==> src/rtl/linkPkg.sv <==
package linkPkg;

  typedef enum logic [2:0] {
    ST_IDLE,
    ST_SETUP,
    ST_STROBE,
    ST_RELEASE,
    ST_ACK,
    ST_RXWAIT
  } linkStateT;

  typedef struct packed {
    logic loadTx;
    logic shiftTx;
    logic captureRx;
    logic cntClear;
    logic cntInc;
    logic waitClear;
  } linkStrobeT;

endpackage

==> src/rtl/linkDatapath.sv <==
module linkDatapath
  import linkPkg::*;
#(
  parameter int DATA_W = 8,
  parameter int TO_W   = 16
) (
  input  logic              clk,
  input  logic              rst,
  input  linkStrobeT        strb,
  input  logic [DATA_W-1:0] txData,
  input  logic              dataIn,
  input  logic [TO_W-1:0]   timeoutLimit,
  output logic              txBit,
  output logic [DATA_W-1:0] rxData,
  output logic              lastBit,
  output logic              timeoutHit
);

  localparam int CNT_W = (DATA_W > 2) ? $clog2(DATA_W) : 1;
  localparam logic [CNT_W-1:0] LAST_IDX = CNT_W'(DATA_W - 1);

  logic [DATA_W-1:0] shiftReg;
  logic [CNT_W-1:0]  bitCnt;
  logic [TO_W-1:0]   waitCnt;

  // one register serves both roles: MSB leaves first, new bits enter at LSB
  always_ff @(posedge clk) begin
    if (rst) begin
      shiftReg <= '0;
    end else if (strb.loadTx) begin
      shiftReg <= txData;
    end else if (strb.shiftTx) begin
      shiftReg <= {shiftReg[DATA_W-2:0], 1'b0};
    end else if (strb.captureRx) begin
      shiftReg <= {shiftReg[DATA_W-2:0], ~dataIn};
    end
  end

  always_ff @(posedge clk) begin
    if (rst || strb.cntClear) begin
      bitCnt <= '0;
    end else if (strb.cntInc) begin
      bitCnt <= bitCnt + 1'b1;
    end
  end

  // saturating wait counter, cleared whenever a wait phase is entered
  always_ff @(posedge clk) begin
    if (rst || strb.waitClear) begin
      waitCnt <= '0;
    end else if (waitCnt != '1) begin
      waitCnt <= waitCnt + 1'b1;
    end
  end

  assign txBit      = shiftReg[DATA_W-1];
  assign rxData     = shiftReg;
  assign lastBit    = (bitCnt == LAST_IDX);
  assign timeoutHit = (waitCnt >= timeoutLimit);

  assert_count_bounded_R5: assert property (@(posedge clk) disable iff (rst)
    strb.cntInc |-> (bitCnt != LAST_IDX));

endmodule

==> src/rtl/linkCtrl.sv <==
module linkCtrl
  import linkPkg::*;
(
  input  logic       clk,
  input  logic       rst,
  input  logic       roleSend,
  input  logic       txValid,
  input  logic       strobeIn,
  input  logic       ackIn,
  input  logic       txBit,
  input  logic       lastBit,
  input  logic       timeoutHit,
  output linkStrobeT strb,
  output logic       txReady,
  output logic       rxValid,
  output logic       timeoutFlag,
  output logic       dataPullLow,
  output logic       strobePullLow,
  output logic       ackPullLow
);

  linkStateT state, nxt;
  logic      strobePrev;
  logic      strobeFell;
  logic      abortNow;
  logic      rxDone;

  assign strobeFell = strobePrev && !strobeIn;

  always_comb begin
    nxt      = state;
    strb     = '0;
    abortNow = 1'b0;
    rxDone   = 1'b0;
    unique case (state)
      ST_IDLE: begin
        if (roleSend) begin
          if (txValid) begin
            strb.loadTx   = 1'b1;
            strb.cntClear = 1'b1;
            nxt           = ST_SETUP;
          end
        end else if (strobeFell) begin
          strb.captureRx = 1'b1;
          strb.cntClear  = 1'b1;
          strb.waitClear = 1'b1;
          nxt            = ST_ACK;
        end
      end
      ST_SETUP: begin
        strb.waitClear = 1'b1;
        nxt            = ST_STROBE;
      end
      ST_STROBE: begin
        if (!ackIn) begin
          strb.waitClear = 1'b1;
          nxt            = ST_RELEASE;
        end else if (timeoutHit) begin
          abortNow = 1'b1;
        end
      end
      ST_RELEASE: begin
        if (ackIn) begin
          if (lastBit) begin
            nxt = ST_IDLE;
          end else begin
            strb.shiftTx = 1'b1;
            strb.cntInc  = 1'b1;
            nxt          = ST_SETUP;
          end
        end else if (timeoutHit) begin
          abortNow = 1'b1;
        end
      end
      ST_ACK: begin
        if (strobeIn) begin
          if (lastBit) begin
            rxDone = 1'b1;
            nxt    = ST_IDLE;
          end else begin
            strb.cntInc    = 1'b1;
            strb.waitClear = 1'b1;
            nxt            = ST_RXWAIT;
          end
        end else if (timeoutHit) begin
          abortNow = 1'b1;
        end
      end
      ST_RXWAIT: begin
        if (strobeFell) begin
          strb.captureRx = 1'b1;
          strb.waitClear = 1'b1;
          nxt            = ST_ACK;
        end else if (timeoutHit) begin
          abortNow = 1'b1;
        end
      end
      default: nxt = ST_IDLE;
    endcase
    if (abortNow) nxt = ST_IDLE;
  end

  always_ff @(posedge clk) begin
    if (rst) begin
      state       <= ST_IDLE;
      strobePrev  <= 1'b1;
      rxValid     <= 1'b0;
      timeoutFlag <= 1'b0;
    end else begin
      state      <= nxt;
      strobePrev <= strobeIn;
      rxValid    <= rxDone;
      if (abortNow) timeoutFlag <= 1'b1;
    end
  end

  assign txReady       = (state == ST_IDLE) && roleSend;
  assign dataPullLow   = txBit && ((state == ST_SETUP) || (state == ST_STROBE) ||
                                   (state == ST_RELEASE));
  assign strobePullLow = (state == ST_STROBE);
  assign ackPullLow    = (state == ST_ACK);

  assert_data_held_R2: assert property (@(posedge clk) disable iff (rst)
    (!$past(rst) && strobePullLow && $past(strobePullLow)) |-> $stable(dataPullLow));

  assert_strobe_waits_R3: assert property (@(posedge clk) disable iff (rst)
    (strobePullLow && ackIn) |=> (strobePullLow || timeoutFlag));

  assert_ack_after_strobe_R4: assert property (@(posedge clk) disable iff (rst)
    $rose(ackPullLow) |-> !$past(strobeIn));

  assert_rx_pulse_R6: assert property (@(posedge clk) disable iff (rst)
    rxValid |=> !rxValid);

  assert_ready_role_R7: assert property (@(posedge clk) disable iff (rst)
    txReady |-> (roleSend && !strobePullLow && !ackPullLow));

  assert_flag_sticky_R9: assert property (@(posedge clk) disable iff (rst)
    (!$past(rst) && $past(timeoutFlag)) |-> timeoutFlag);

  assert_reset_idle_R10: assert property (@(posedge clk) disable iff (rst)
    $past(rst) |-> (!dataPullLow && !strobePullLow && !ackPullLow && !rxValid && !timeoutFlag));

endmodule

==> src/rtl/ackSerialLink.sv <==
module ackSerialLink
  import linkPkg::*;
#(
  parameter int DATA_W = 8,
  parameter int TO_W   = 16
) (
  input  logic              clk,
  input  logic              rst,
  input  logic              roleSend,
  input  logic [DATA_W-1:0] txData,
  input  logic              txValid,
  output logic              txReady,
  output logic [DATA_W-1:0] rxData,
  output logic              rxValid,
  input  logic [TO_W-1:0]   timeoutLimit,
  output logic              timeoutFlag,
  input  logic              dataIn,
  output logic              dataPullLow,
  input  logic              strobeIn,
  output logic              strobePullLow,
  input  logic              ackIn,
  output logic              ackPullLow
);

  linkStrobeT strb;
  logic       txBit;
  logic       lastBit;
  logic       timeoutHit;

  linkDatapath #(.DATA_W(DATA_W), .TO_W(TO_W)) i_datapath (
    .clk          (clk),
    .rst          (rst),
    .strb         (strb),
    .txData       (txData),
    .dataIn       (dataIn),
    .timeoutLimit (timeoutLimit),
    .txBit        (txBit),
    .rxData       (rxData),
    .lastBit      (lastBit),
    .timeoutHit   (timeoutHit)
  );

  linkCtrl i_ctrl (
    .clk           (clk),
    .rst           (rst),
    .roleSend      (roleSend),
    .txValid       (txValid),
    .strobeIn      (strobeIn),
    .ackIn         (ackIn),
    .txBit         (txBit),
    .lastBit       (lastBit),
    .timeoutHit    (timeoutHit),
    .strb          (strb),
    .txReady       (txReady),
    .rxValid       (rxValid),
    .timeoutFlag   (timeoutFlag),
    .dataPullLow   (dataPullLow),
    .strobePullLow (strobePullLow),
    .ackPullLow    (ackPullLow)
  );

  assert_abort_releases_R9: assert property (@(posedge clk) disable iff (rst)
    $rose(timeoutFlag) |-> (!dataPullLow && !strobePullLow && !ackPullLow));

endmodule

==> config.mk <==
export PLATFORM = sky130hd
export DESIGN_NAME = ackSerialLink
export DESIGN_NICKNAME = d
export VERILOG_FILES = /design/src/rtl/linkPkg.sv /design/src/rtl/linkDatapath.sv /design/src/rtl/linkCtrl.sv /design/src/rtl/ackSerialLink.sv
export SDC_FILE = /design/constraint.sdc
export NUM_CORES = 1
export LEC_CHECK = 0
export BUFFER_PORTS_ARGS = -buffer_cell sky130_fd_sc_hd__buf_4
export CELL_PAD_IN_SITES_DETAIL_PLACEMENT = 1
export CELL_PAD_IN_SITES_GLOBAL_PLACEMENT = 2
export CORE_ASPECT_RATIO = 0.5
export CORE_MARGIN = 8
export CORE_UTILIZATION = 30
export CTS_CLUSTER_DIAMETER = 120
export DETAILED_ROUTE_END_ITERATION = 16
export GPL_TIMING_DRIVEN = 0
export HOLD_SLACK_MARGIN = 0.1
export PLACE_DENSITY = 0.84
export SYNTH_ARGS = -nofsm -noshare
export SYNTH_HDL_FRONTEND = slang
export SYNTH_SLANG_ARGS = --single-unit
==> constraint.sdc <==
create_clock -name clk -period 3.1 [get_ports clk]
set_input_delay 0.31 -clock clk [delete_from_list [all_inputs] [get_ports clk]]
set_output_delay 0.31 -clock clk [all_outputs]
set_load 0.02 [all_outputs]
==> flow_summary.ini <==
[sta]
fmax_mhz = 450.5
period_share = 0.7160
tns_ns = 0
rsz0062_at_grt = no
whs_ns = 0.2988
fin_crit_ns = 2.220
hold_viol = 0
worst_pin_slew_ns = 0.6028
setup_viol = 0
finalMaxSlewViolations = 0
max_slew_margin = 0.5925
finClkSkew_ns = 0.002299

[synth]
ys.flop_type = dfxtp_1
yosys.area_share.simple = 0.2680
synth.area.top_cells = dfxtp_1, ha_1, nor2_1
synth_area_sq_mm = 0.002236
synth_edf_count = 0
muxShareOfSynthArea = 0.04924
ys_seq_area_frac = 0.2955
synth_top_area_frac = 0.2955
synth_warnings = 0
yosysTopAreaCell = dfxtp_1
synth_cell_types = 56
syn_inst = 261
ys_ff_latch = 33
synthArstFlopShare = 0
avgSynthCellArea_sq_um = 8.567
synth-xor-area-share = 0.03134
synth_fa_ha_area_frac = 0.1063
syn_nets = 311
synth_top_family_by_area = simple AND/OR/NAND/NOR gates
synth_compound_area_frac = 0.1679

[global_routing]
grt_pass1_vias = 2169
grt.overflow.total = 0
grt_max_degree = 11
grt_pass1_wl_um = 10550
grt_antenna_before_repair = 0
grt.total_usage = 0.1185

[cts]
cts_tree = yes
cts_buffer_depth = 2
postCtsSetupRepairBufs = 0
cts_num_sinks = 33
htree_levels = 2
insertion_delay_ns = 0.28
cts_hold_buffers = 0
cts_root_buf = clkbuf_16
clk_pin_slew_ns = 0.05
postCtsResizedCells = 0
numCtsBuffers = 5

[worst_setup_path]
cp-end-kind = flop
crit_chain = ha_1 > nand4_1 > or3_1 > or4_1 > a31oi_2 > nor4_1
critical_path.startpoint = i_datapath.waitCnt[15]
rr_worst_depth = 6
critPathLaunchType = flop
cp_slowest_cell = or4_1
path_class = reg2reg
cp.required_ns = 3.24
crit_fanout = 4
worst_r2r_startpoint = i_datapath.waitCnt[15]
cp_slowest_stage_delay_ns = 0.46
cp.arrival_ns = 2.36

[finish]
regArea_sq_um = 660.6
drive_gt1_frac = 0.2652
layout_commonest_cell = buf_4
finish.net_count = 362
n_fill_cell = 859
multiInputGateArea_sq_mm = 0.001393
final_area_sq_mm = 0.002825
final_cells = 409
mostFrequentLayoutCells = buf_4, nor2_1, dfxtp_1
diodes = 0
syn_to_final_growth_pct = 26.36

[drt]
ant_nets = 0
vias = 2046
drc_errors = 0
drt-initial-drc-count = 103
drt-pass1-iter-count = 4
finalWirelength_um = 6310
post_drt_wl_per_cell_um = 15.43
viasPerCell = 5.002

[pwr]
total_power_uw = 1870
p_per_area_mw_per_mm2 = 661.8
leakage_uw = 0.001246
ir_drop_v = 0.0002586

[die]
fp.dieW_um = 138.1
num_rows = 22
die_y_um = 77.05
initial_utilization = 0.3077
io_pins = 45
dieArea_sq_mm = 0.01064
coreArea_sq_mm = 0.007267

[placement]
io_buffers = 44
placed_area_sq_mm = 0.002686
place_congestion = 0.7743
dp_hpwl_um = 5057
dp_cells = 401

[run]
drv_cap = 0

[hold_path]
min_path_cells = 2
hold_class = in2reg
worstHoldStart = strobeIn

[run_status]
status = finished, final reports clean
## area by class of cell
class / instances / share of cell area
multi-input cells: 195 / 0.4929
flip-flops and latches: 33 / 0.2338
clock buffers: 6 / 0.04562
plain buffers: 13 / 0.03809
well taps: 96 / 0.04252
repair buffers: 44 / 0.1169
clock inverters: 2 / 0.003543
inverters: 20 / 0.02657
## cell families (layout without fill, tap and decap cells)
logic type | count (synthesis) | after routing
DFF | 33 | 33
AOI/OAI and AO/OA | 47 | 47
buffers and inverters | 33 | 85
xor gates and xnor gates | 8 | 8
adders and majority gates | 19 | 19
muxes | 11 | 11
and+or+nand+nor | 110 | 110
## flip-flops by register name, summed over array words and instances, names as in the netlist
register            count
i_ctrl.rxValid          1
i_datapath.rxData       8
i_ctrl.timeoutFlag      1
i_ctrl.state            3
i_ctrl.strobePrev       1
i_datapath.bitCnt       3
i_datapath.waitCnt     16
## path summary, 6_finish.rpt
check / slack [ns] / endpoint
setup / recovery: 0.88 / i_ctrl.state[1]
hold / removal: 0.30 / i_ctrl.strobePrev
setup reg to reg: 0.88 / i_ctrl.state[1]
hold reg to reg: 0.52 / i_datapath.rxData[1]
## critical path: cells and delay by family (launching register included)
family	cells	cell delay, ns
simple gates	4	1.12
flops	1	0.35
fa+ha+maj	1	0.33
compound gates	1	0.27
## metal layers
layer | up-vias | GRT usage | part of all wire
met3 | 7 | 0.02459 | 0.022
li1 | 1025 | - | -
met4 | 0 | 0.03983 | 0.012
met2 | 21 | 0.2153 | 0.51
met5 | - | 0 | 0
met1 | 993 | 0.1358 | 0.46
## synthesized netlist by cell type (2+ instances only)
cell and count:
a211oi_1 6, a211oi_2 4, a21oi_1 9, a21oi_2 3, and2_1 3, and3_1 4
and4_1 2, buf_2 2, buf_4 2, buf_6 5, clkbuf_1 3, dfxtp_1 33
ha_1 19, inv_1 19, mux2i_1 11, nand2_1 14, nand2b_1 5, nand3_1 6
nand4_1 5, nor2_1 34, nor2_2 3, nor2b_1 5, nor3_1 8, nor3_2 2
nor3b_1 5, nor4b_1 2, o211ai_1 2, o21ai_0 7, o32ai_1 2, or3_1 4
xnor2_1 4, xor2_1 4
## through the flow
step | utilization | setup WS (ns)
2_1_floorplan | - | 1.158
3_3_place_gp | 0.3697 | 0.8541
3_5_place_dp | 0.3697 | 0.8110
4_1_cts | 0.3888 | 0.8535
5_1_grt | 0.3888 | 0.7681
6_report | 0.3888 | 0.8804
## report_power, final
part	internal, uW	switching, uW	total [uW]
Combinational	377	458	835
Sequential	500	62.1	562
Clock	295	178	473
Total	1170	698	1870
Power figures use the tool's default switching activity.
